$ cat config.mk
export PLATFORM = sky130hd
export DESIGN_NAME = pmask_bank
export DESIGN_NICKNAME = d
export VERILOG_FILES = /design/src/rtl/pmask_pkg.sv /design/src/rtl/pmask_view_sel.sv /design/src/rtl/pmask_rd_path.sv /design/src/rtl/pmask_wr_path.sv /design/src/rtl/pmask_bank.sv
export SDC_FILE = /design/constraint.sdc
export NUM_CORES = 1
export LEC_CHECK = 0
export BUFFER_PORTS_ARGS = -buffer_cell sky130_fd_sc_hd__buf_2
export CORE_MARGIN = 1
export CORE_UTILIZATION = 39
export CTS_CLUSTER_SIZE = 28
export DETAILED_ROUTE_END_ITERATION = 12
export PLACE_DENSITY = 0.73
export SLEW_MARGIN = 0
export SYNTH_ARGS = -nofsm -noshare
export SYNTH_HDL_FRONTEND = slang
export SYNTH_SLANG_ARGS = --single-unit
$ cat constraint.sdc
create_clock -name clk -period 1.3 [get_ports clk]
set_clock_uncertainty 0.2 [all_clocks]
set_input_delay 0 -clock clk [delete_from_list [all_inputs] [get_ports clk]]
set_output_delay 0 -clock clk [all_outputs]
set_load 0.05 [all_outputs]
$ cat src/rtl/pmask_pkg.sv
package pmask_pkg;
    localparam int PRIO_W_DEF = 8;

    typedef struct packed {
        logic nonsecure;
        logic el3_impl;
        logic g0_secure;
    } acc_attr_t;

    typedef enum logic [1:0] {
        VIEW_RAW   = 2'd0,
        VIEW_HIDE  = 2'd1,
        VIEW_SHIFT = 2'd2,
        VIEW_TOP   = 2'd3
    } rd_kind_e;
endpackage

$ cat src/rtl/pmask_view_sel.sv
module pmask_view_sel
    import pmask_pkg::*;
(
    input  acc_attr_t attr,
    output logic      xlate
);
    always_comb begin
        xlate = attr.nonsecure && attr.el3_impl && attr.g0_secure;
    end
endmodule

$ cat src/rtl/pmask_rd_path.sv
module pmask_rd_path
    import pmask_pkg::*;
#(
    parameter int W = PRIO_W_DEF
) (
    input  logic [W-1:0] cur,
    input  logic         xlate,
    output logic [W-1:0] rdata
);
    localparam logic [W-1:0] ALL_ONES = {W{1'b1}};

    rd_kind_e kind;

    always_comb begin
        if (!xlate)                 kind = VIEW_RAW;
        else if (!cur[W-1])         kind = VIEW_HIDE;
        else if (cur == ALL_ONES)   kind = VIEW_TOP;
        else                        kind = VIEW_SHIFT;
    end

    always_comb begin
        unique case (kind)
            VIEW_RAW:   rdata = cur;
            VIEW_HIDE:  rdata = '0;
            VIEW_TOP:   rdata = ALL_ONES;
            VIEW_SHIFT: rdata = {cur[W-2:0], 1'b0};
            default:    rdata = cur;
        endcase
    end
endmodule

$ cat src/rtl/pmask_wr_path.sv
module pmask_wr_path
    import pmask_pkg::*;
#(
    parameter int W = PRIO_W_DEF
) (
    input  logic [W-1:0] cur,
    input  logic [W-1:0] wdata,
    input  logic         we,
    input  logic         xlate,
    output logic         accept,
    output logic [W-1:0] nxt
);
    always_comb begin
        accept = we && (!xlate || cur[W-1]);
        nxt    = xlate ? {1'b1, wdata[W-1:1]} : wdata;
    end
endmodule

$ cat src/rtl/pmask_bank.sv
module pmask_bank
    import pmask_pkg::*;
#(
    parameter int W = PRIO_W_DEF
) (
    input  logic         clk,
    input  logic         rst,
    input  logic         acc_valid,
    input  logic         acc_write,
    input  logic [W-1:0] acc_wdata,
    input  logic         acc_nonsecure,
    input  logic         acc_el3_impl,
    input  logic         acc_g0_secure,
    output logic [W-1:0] rd_data,
    output logic [W-1:0] mask_q,
    output logic         upd_strobe
);
    acc_attr_t    attr;
    logic         xlate;
    logic         we;
    logic         accept;
    logic [W-1:0] nxt;

    always_comb begin
        attr.nonsecure = acc_nonsecure;
        attr.el3_impl  = acc_el3_impl;
        attr.g0_secure = acc_g0_secure;
        we             = acc_valid && acc_write;
    end

    pmask_view_sel u_sel (
        .attr  (attr),
        .xlate (xlate)
    );

    pmask_rd_path #(.W(W)) u_rd (
        .cur   (mask_q),
        .xlate (xlate),
        .rdata (rd_data)
    );

    pmask_wr_path #(.W(W)) u_wr (
        .cur    (mask_q),
        .wdata  (acc_wdata),
        .we     (we),
        .xlate  (xlate),
        .accept (accept),
        .nxt    (nxt)
    );

    always_ff @(posedge clk) begin
        if (rst) begin
            mask_q     <= '0;
            upd_strobe <= 1'b0;
        end else begin
            upd_strobe <= accept;
            if (accept) mask_q <= nxt;
        end
    end

    p_reset_r1: assert property (@(posedge clk) $past(rst) |-> (mask_q == '0 && !upd_strobe));

    p_raw_store_r2: assert property (@(posedge clk) disable iff (rst)
        (we && !(acc_nonsecure && acc_el3_impl && acc_g0_secure)) |=> (mask_q == $past(acc_wdata)));

    p_ns_block_r7: assert property (@(posedge clk) disable iff (rst)
        (we && acc_nonsecure && acc_el3_impl && acc_g0_secure && !mask_q[W-1])
        |=> ($stable(mask_q) && !upd_strobe));

    p_ns_store_r8: assert property (@(posedge clk) disable iff (rst)
        (we && acc_nonsecure && acc_el3_impl && acc_g0_secure && mask_q[W-1])
        |=> (mask_q == {1'b1, $past(acc_wdata[W-1:1])}));

    p_strobe_cause_r9: assert property (@(posedge clk) disable iff (rst)
        upd_strobe |-> $past(we));

    p_idle_r10: assert property (@(posedge clk) disable iff (rst)
        !we |=> ($stable(mask_q) && !upd_strobe));
endmodule

== Yosys cells after proc, flatten, opt, wreduce, memory -nomap -nowiden ==
Index checks and enable logic that the tools add are counted.
W data, S select, Z words.

* Reduce and logical (&&, ||, !) cells: 7
* Multiplexer cells: 5
* Equal/unequal tests: 4

{| class="wikitable"
|+ Operator list
! kind !! count
|-
| $pmux W8 S4 || 1
|-
| $eq A8 B8 Y1 const B || 1
|-
| $mux W8 || 1
|-
| $eq A2 B2 Y1 const B || 2
|-
| $logic_and A1 B1 Y1 || 4
|-
| $mux W2 || 2
|-
| $eq A2 B1 Y1 const B || 1
|-
| $logic_not A2 Y1 || 1
|-
| $logic_not A1 Y1 || 1
|-
| $logic_or A1 B1 Y1 || 1
|-
| $mux W1 || 1
|}

* Word-level logic and storage cells: 18
* Flip-flop bits (word level): 9

== Longest topological paths before layout ==
Gate-level depths: netlist (run 1).

* Word-level depth: 6
* Mapped depth: 5
* Gate-level depth less buffers: 3

== Cells and area by module ==
From an unflattened synthesis (run 1), not the netlist that was laid out.

* Cell total of the unflattened synthesis: 66
* Area, all modules: 588.1 um^2

{| class="wikitable"
|+ Modules (own cells, without submodules)
! module !! area an instance (um^2) !! seq. area each (um^2) !! cells an instance !! times used
|-
| pmask_bank || 319.1 || 180.2 || 29 || 1
|-
| pmask_wr_path || 133.9 || 0.0 || 11 || 1
|-
| pmask_rd_path || 128.9 || 0.0 || 25 || 1
|-
| pmask_view_sel || 6.3 || 0.0 || 1 || 1
|}

== Least setup slack after synthesis (run 1) ==
No wires, ideal clock.

* Kind: register to register
* Start: register mask_q[7]
* End: register mask_q[0]
* Path slack: -0.375 ns
* Buffers on the path: 2
* Arrival time: 1.332 ns
* Required time: 0.956 ns
* Cell stages (with the launch flop): 6
* Setup time: 0.144 ns
* Cells stage by stage: dfxtp_1 -> buf_6 -> nand4b_4 -> and2_4 -> buf_6 -> a311oi_2

* Word-level cells in the longest chain between the ends: 2

{| class="wikitable"
|+ RTL lines
! element !! RTL line !! source
|-
| start: declaration || pmask_bank.sv:15 || <nowiki>output logic [W-1:0] mask_q,</nowiki>
|-
| start signal: assignment || pmask_bank.sv:57 || <nowiki>if (accept) mask_q <= nxt;</nowiki>
|-
| $logic_or A1 B1 Y1 || pmask_wr_path.sv:14 || <nowiki>accept = we && (!xlate || cur[W-1]);</nowiki>
|-
| $logic_and A1 B1 Y1 || pmask_wr_path.sv:14 ||
|}

Every way passes these cells.
A chain may end at the register's enable or synchronous reset.

== Worst setup path after layout (run 1) ==
* Start: register mask_q[7]
* End: output port rd_data[0]

* Word-level cells in the longest chain between the ends: 6
* Elaborated cells between the ends (all ways): 9

{| class="wikitable"
|+ RTL lines
! element !! RTL line !! source
|-
| $eq A8 B8 Y1 || pmask_rd_path.sv:17 || <nowiki>else if (cur == ALL_ONES) kind = VIEW_TOP;</nowiki>
|-
| $mux W1 || pmask_rd_path.sv:17 ||
|-
| $mux W2 * || pmask_rd_path.sv:16 || <nowiki>else if (!cur[W-1]) kind = VIEW_HIDE;</nowiki>
|-
| $mux W2 * || pmask_rd_path.sv:15 || <nowiki>if (!xlate) kind = VIEW_RAW;</nowiki>
|-
| $eq A2 B2 Y1, or another cell as far along || pmask_rd_path.sv:22 || <nowiki>unique case (kind)</nowiki>
|-
| $pmux W8 S4 * || pmask_rd_path.sv:22 ||
|-
| end: declaration || pmask_bank.sv:14 || <nowiki>output logic [W-1:0] rd_data,</nowiki>
|}

Mark *: on every way between the ends. The rest lies on a longest branch, timed or not.

==> results.py, run 1 <==
metrics = {
    "pwr": {
        "p_sw_mw": 0.353,
        "internal-power_mw": 0.563,
        "power_density_nw_per_um2": 861,
        "leakage_nw": 0.504,
        "p_clk_share_pct": 24.0,
        "pwr-share-seq_pct": 33.7,
        "power_frac_comb_pct": 42.3,
        "p_sw_share_pct": 38.6,
        "ir_drop_mv": 0.485,
    },
    "setup_path": {
        "worstPathRequired_ns": 1.10,
        "arrival_ns": 1.15,
        "ff2ff_path_depth": 4,
        "reg2reg_from": "mask_q[7]",
        "end_kind": "output pin",
        "critPathLaunchType": "register",
        "cp_max_fo": 4,
        "crit_chain": "nand4_1, o21ai_1, and2_4, buf_8",
        "crit_type": "reg2out",
        "rrSetupSlack_ns": 0.01,
        "slowest_delay_ns": 0.36,
        "r2r_end": "mask_q[5]",
        "slowest_stage": "dfxtp_4",
        "crit_buf_inv": 1,
        "crit_family": "flip-flops",
    },
    "synthesis": {
        "syn_inst": 77,
        "ys_types": 18,
        "synth_fa_ha_area_share_pct": 0,
        "synthesis.nets": 92,
        "synth-compound-area-share_pct": 28.1,
        "ys_warn_count": 0,
        "synthesis.area_um2": 619,
        "synth.area.mux_share_pct": 0,
        "synth-simple-area-share_pct": 33.9,
        "ys_seq_area_share_pct": 29.1,
        "synth_top_family_by_area": "simple AND/OR/NAND/NOR gates",
        "synth_xor_area_share_pct": 0,
        "avgSynthCellArea_um2": 8.04,
        "ys_ff_latch": 9,
    },
    "floorplanning": {
        "core_um2": 1490,
        "die-area_um2": 1750,
        "die_h_um": 41.9,
        "rows": 14,
        "die_w_um": 41.9,
        "ios": 32,
        "initial_core_util_pct": 41.6,
    },
    "placed_design": {
        "placed_area_um2": 806,
        "hpwl_mm": 1.25,
        "globalplace.congestion": 0.883,
        "portBuffers": 31,
        "pre_cts_ws_ns": -0.00362,
    },
    "sta": {
        "slew_violations": 0,
        "holdWs_ns": 0.0422,
        "fmax_mhz": 743,
        "period_needed_ns": 1.35,
        "finalSetupViolCount": 1,
        "max-slew-margin-rel_pct": 69.5,
        "fin_crit_sh_pct": 104,
        "hold_violations": 0,
        "setup_ws_ns": -0.0460,
        "worstMarginPinSlew_ns": 0.457,
        "rsz0062_at_grt": "true",
    },
    "route": {
        "drtAntennaViolNets": 0,
        "drtPass1Iterations": 4,
        "drc": 0,
        "wl_mm": 2.01,
        "drtIter0Drc": 24,
        "via_count": 781,
        "routedWlPerCell_um": 13.9,
        "via_per_inst": 5.39,
    },
    "hold_path": {
        "holdPathEnd": "mask_q[4]",
        "holdPathStages": 4,
        "hp-class": "in2reg",
        "hold_path.startpoint": "acc_g0_secure",
    },
    "final_layout": {
        "areaGrowthSynthToFinish_pct": 71.7,
        "design_area_um2": 1060,
        "layout-drive-gt1-share_pct": 54.3,
        "num_antenna_cells": 0,
        "nNetsFinal": 145,
    },
    "outcome": {
        "status": "complete, but fails checks",
        "violations": "setup timing",
    },
    "clock_tree": {
        "clockBufferDepth": 2,
        "cts_max_level": 1,
        "tritoncts": "built",
        "clk_latency_ns": 0.27,
        "clk_pin_slew_worst_paths_ns": 0.06,
        "cts-buffers-inserted": 3,
        "clockRootBuffer": "clkbuf_4",
        "clock_sinks": 9,
    },
    "global_routing": {
        "track_usage_pct": 23.3,
        "grt_antenna_before_repair": 0,
        "grt_start_max_net_pins": 10,
        "grt_pass1_wl_mm": 3.17,
        "grt-ovfl-total": 0,
        "grt_pass1_vias": 733,
    },
    "job": {
        "cap_violations": 0,
    },
}
## synth_stat cells
cell	number	area share (%)
nand2_1	27	16
dfxtp_1	9	29
nand3_1	9	7.3
a21oi_1	8	6.5
a311oi_2	6	15
buf_6	3	5.5
and2_1	2	2.0
buf_2	2	1.6
o21ai_0	2	1.6
a311oi_4	1	4.2
and2_4	1	1.4
and3_1	1	1.0
buf_1	1	0.61
buf_4	1	1.2
nand4_1	1	1.0
nand4b_4	1	3.8
nor2b_1	1	1.0
o21a_1	1	1.2
## timing repair
| action | 4_1_cts | 5_1_grt |
|---|---|---|
| pin swaps | 0 | 4 |
| hold endpoints to repair | 9 | 0 |
| gates resized for setup | 16 | 9 |
| hold buffers | 11 | 0 |
| buffers inserted | 3 | 3 |
| endpoints found under the setup margin | 14 | 16 |
## cell type report
| type | instances | area (um2) |
|---|---|---|
| timing repair buffer | 55 | 417 |
| tap | 16 | 20.0 |
| multi-input combinational | 61 | 405 |
| sequential | 9 | 195 |
| fill | 105 | 425 |
| clock buffer | 4 | 26.3 |
## metal layers
| metal | GRT usage, % | up-vias | share of wire [%] |
|---|---|---|---|
| met1 | 29.5 | 360 | 42 |
| met4 | 11.6 | 0 | 1.7 |
| met3 | 1.30 | 6 | 4.0 |
| met2 | 40.0 | 37 | 52 |
| li1 | - | 378 | - |
| met5 | 0 | - | 0 |
## power groups by stage
stage	Sequential (mW)	Clock, mW	Combinational, mW
2_1_floorplan	0.380	0	0.161
3_3_place_gp	0.319	0	0.297
3_5_place_dp	0.320	0	0.302
4_1_cts	0.308	0.225	0.361
5_1_grt	0.310	0.230	0.409
6_report	0.308	0.220	0.388
## worst max-delay path by stage
stage	startpoint	to	slack, ns	cells after the start
2_1_floorplan	mask_q[7]	mask_q[5]	-0.19	5
3_3_place_gp	mask_q[7]	mask_q[5]	0.06	3
3_5_place_dp	mask_q[7]	mask_q[2]	-0.004	3
4_1_cts	mask_q[3]	rd_data[0]	-0.05	4
5_1_grt	mask_q[7]	rd_data[0]	-0.09	4
6_report	mask_q[7]	rd_data[0]	-0.05	4
## logic make-up after synthesis
family                 count (synthesis)
AND/OR/NAND/NOR                       43
buffers and inverters                  7
AO/OA/AOI/OAI                         18
flip-flops                             9
## through the flow
| stage | setup TNS, ns | total power [mW] | std cells | util, % |
|---|---|---|---|---|
| finish | -0.0460 | 0.916 | 145 | 71.4 |
| global route | -0.293 | 0.949 | 145 | 71.4 |
| CTS | -0.100 | 0.893 | 142 | 67.6 |
| detailed placement | -0.00362 | 0.621 | 124 | 54.1 |
| global placement | 0 | 0.615 | 124 | 54.1 |
| floorplan | -1.48 | 0.541 | 77 | - |
## sequential cells by signal, indices dropped and copies added, names as in the netlist
signal / flops
upd_strobe: 1
mask_q: 8
## cells in the final DEF, fill, tap and decap left out
cell / count
a21oi_1: 3
a21oi_2: 5
a311oi_2: 6
a311oi_4: 1
and2_1: 1
and2_4: 2
and3_1: 1
buf_2: 23
buf_4: 13
buf_6: 7
buf_8: 1
clkbuf_1: 1
clkbuf_4: 3
dfxtp_1: 1
dfxtp_2: 6
dfxtp_4: 2
dlygate4sd3_1: 11
nand2_1: 27
nand3_1: 9
nand4_1: 1
nand4b_4: 1
nor2b_1: 1
o21a_1: 1
o21ai_0: 1
o21ai_1: 1
## worst min-delay path, delay by kind of cell
family / cells / cell delay (ns)
compound gates: 1 / 0.09
simple gates: 2 / 0.25
buf+inv: 1 / 0.12
Power figures use the tool's default switching activity.
==> run 2, diff against run 1 <==
--- a/config.mk
+++ b/config.mk
@@ -5,12 +5,11 @@
 export SDC_FILE = /design/constraint.sdc
 export NUM_CORES = 1
 export LEC_CHECK = 0
-export BUFFER_PORTS_ARGS = -buffer_cell sky130_fd_sc_hd__buf_2
-export CORE_MARGIN = 1
-export CORE_UTILIZATION = 39
+export CORE_AREA = 2 2 39 41
 export CTS_CLUSTER_SIZE = 28
 export DETAILED_ROUTE_END_ITERATION = 12
-export PLACE_DENSITY = 0.73
+export DIE_AREA = 0 0 41 43
+export DONT_BUFFER_PORTS = 1
 export SLEW_MARGIN = 0
 export SYNTH_ARGS = -nofsm -noshare
 export SYNTH_HDL_FRONTEND = slang
==> run 2 against run 1 <==
The flow still finishes with violations (setup timing). Routed wire length decreased by 2.6%. Register-to-register slack got worse by 0.06 ns. Largest power group unchanged. Design area increased by 7.3%. Clock power about the same. Die area increased by 0.66%. Cell count decreased by 11%. Power increased by 3.5%. Largest cell class unchanged.
==> results.py, run 2 (same netlist as run 1, synthesis figures left out) <==
metrics = {
    "clock_tree": {
        "clockRootBuffer": "clkbuf_4",
        "cts-buffers-inserted": 3,
        "clk_pin_slew_worst_paths_ns": 0.06,
        "clk_latency_ns": 0.26,
        "tritoncts": "built",
        "cts_max_level": 1,
        "clockBufferDepth": 2,
        "clock_sinks": 9,
    },
    "final_layout": {
        "stdcell_count": 129,
        "areaGrowthSynthToFinish_pct": 84.2,
        "largest_register": "mask_q",
        "num_antenna_cells": 0,
        "largest_reg_flops": 8,
        "final_cell_mix": "21 x nand2_1, 17 x dlygate4sd3_1, 8 x buf_4, 7 x buf_12",
        "largest_registers": "mask_q: 8 flops, upd_strobe: 1 flops",
        "final_common_cell": "nand2_1",
        "layout-drive-gt1-share_pct": 49.6,
        "fill_cells": 85,
        "nNetsFinal": 129,
        "design_area_um2": 1140,
        "final_util_pct": 82.5,
    },
    "floorplanning": {
        "rows": 14,
        "die-area_um2": 1760,
        "die_h_um": 43,
        "initial_core_util_pct": 44.8,
        "ios": 32,
        "die_w_um": 41,
        "core_um2": 1380,
    },
    "setup_path": {
        "crit_type": "reg2reg",
        "worstPathRequired_ns": 1.23,
        "ff2ff_path_depth": 4,
        "critPathLaunchType": "register",
        "arrival_ns": 1.28,
        "rrSetupSlack_ns": -0.05,
        "cp_max_fo": 4,
        "end_kind": "register",
        "reg2reg_from": "mask_q[7]",
        "r2r_end": "mask_q[2]",
    },
    "placed_design": {
        "hpwl_mm": 1.22,
        "portBuffers": 0,
        "pre_cts_ws_ns": 0.0246,
        "globalplace.congestion": 0.879,
        "dp.cells": 104,
        "placed_area_um2": 821,
    },
    "outcome": {
        "violations": "setup timing",
        "status": "complete, but fails checks",
    },
    "hold_path": {
        "hold_path.startpoint": "acc_g0_secure",
        "hp-class": "in2reg",
        "holdPathStages": 4,
        "holdPathEnd": "mask_q[7]",
    },
    "global_routing": {
        "grt-ovfl-total": 0,
        "grt_pass1_wl_mm": 2.95,
        "track_usage_pct": 24.9,
        "grt_start_max_net_pins": 12,
        "grt_antenna_before_repair": 0,
        "grt_pass1_vias": 682,
    },
    "pwr": {
        "total_power_mw": 0.948,
        "power_density_nw_per_um2": 831,
        "p_clk_share_pct": 23.4,
        "internal-power_mw": 0.591,
        "leakage_nw": 0.452,
        "p_sw_share_pct": 37.6,
        "pwr-share-seq_pct": 33.7,
        "p_sw_mw": 0.357,
        "ir_drop_mv": 0.538,
        "power_frac_comb_pct": 42.9,
    },
    "sta": {
        "holdWs_ns": 0.0241,
        "slew_violations": 0,
        "rsz0062_at_grt": "true",
        "hold_violations": 0,
        "fmax_mhz": 740,
        "finalSetupViolCount": 5,
        "period_needed_ns": 1.35,
        "fin_crit_sh_pct": 104,
        "setup_ws_ns": -0.0521,
        "max-slew-margin-rel_pct": 63.7,
        "tns_ns": -0.114,
        "worstMarginPinSlew_ns": 0.542,
    },
    "route": {
        "via_per_inst": 5.74,
        "drtAntennaViolNets": 0,
        "drc": 0,
        "routedWlPerCell_um": 15.2,
        "wl_mm": 1.96,
        "via_count": 741,
        "drtIter0Drc": 11,
        "drtPass1Iterations": 4,
    },
    "job": {
        "cap_violations": 0,
    },
}
## run 2: worst max-delay path: stages, from the launching register on
cell	delay (ns)
dfxtp_4	0.36
nand4b_4	0.20
buf_4	0.17
a21oi_1	0.22
a311oi_2	0.07
## run 2: area by class of cell
cell class	count	area, um2	area share (%)
Sequential cell	9	198	17.3
Multi-Input combinational cell	61	433	37.9
Tap cell	16	20.0	1.75
Timing Repair Buffer	39	464	40.7
Clock buffer	4	26.3	2.30
## run 2: timing repair
item,in CTS,in global routing
endpoints found under the setup margin,7,15
resized for setup,18,10
pin swaps,4,14
hold endpoints to repair,9,0
setup buffers,1,3
hold buffers,17,0
## run 2: how the worst max path moves through the flow
stage | from | to | cells past startpoint
3_3_place_gp | mask_q[7] | mask_q[5] | 3
5_1_grt | mask_q[7] | mask_q[2] | 4
6_report | mask_q[7] | mask_q[2] | 4
4_1_cts | mask_q[5] | rd_data[6] | 4
3_5_place_dp | mask_q[7] | mask_q[5] | 3
2_1_floorplan | mask_q[7] | mask_q[5] | 5
## run 2: power groups by stage
stage                     logic, mW  clock network (mW)  registers, mW
after detailed placement      0.314                   0          0.322
after floorplan               0.161                   0          0.380
final                         0.407               0.222          0.319
after global routing          0.426               0.227          0.322
after CTS                     0.387               0.220          0.319
after global placement        0.309                   0          0.322
## run 2: per-layer routing
layer	GRT usage [%]	vias to the layer above	part of all wire, %
met5	0	-	0
met4	14.7	0	2.3
met3	1.57	5	7.0
met2	43.1	42	55
met1	27.5	345	35
li1	-	349	-
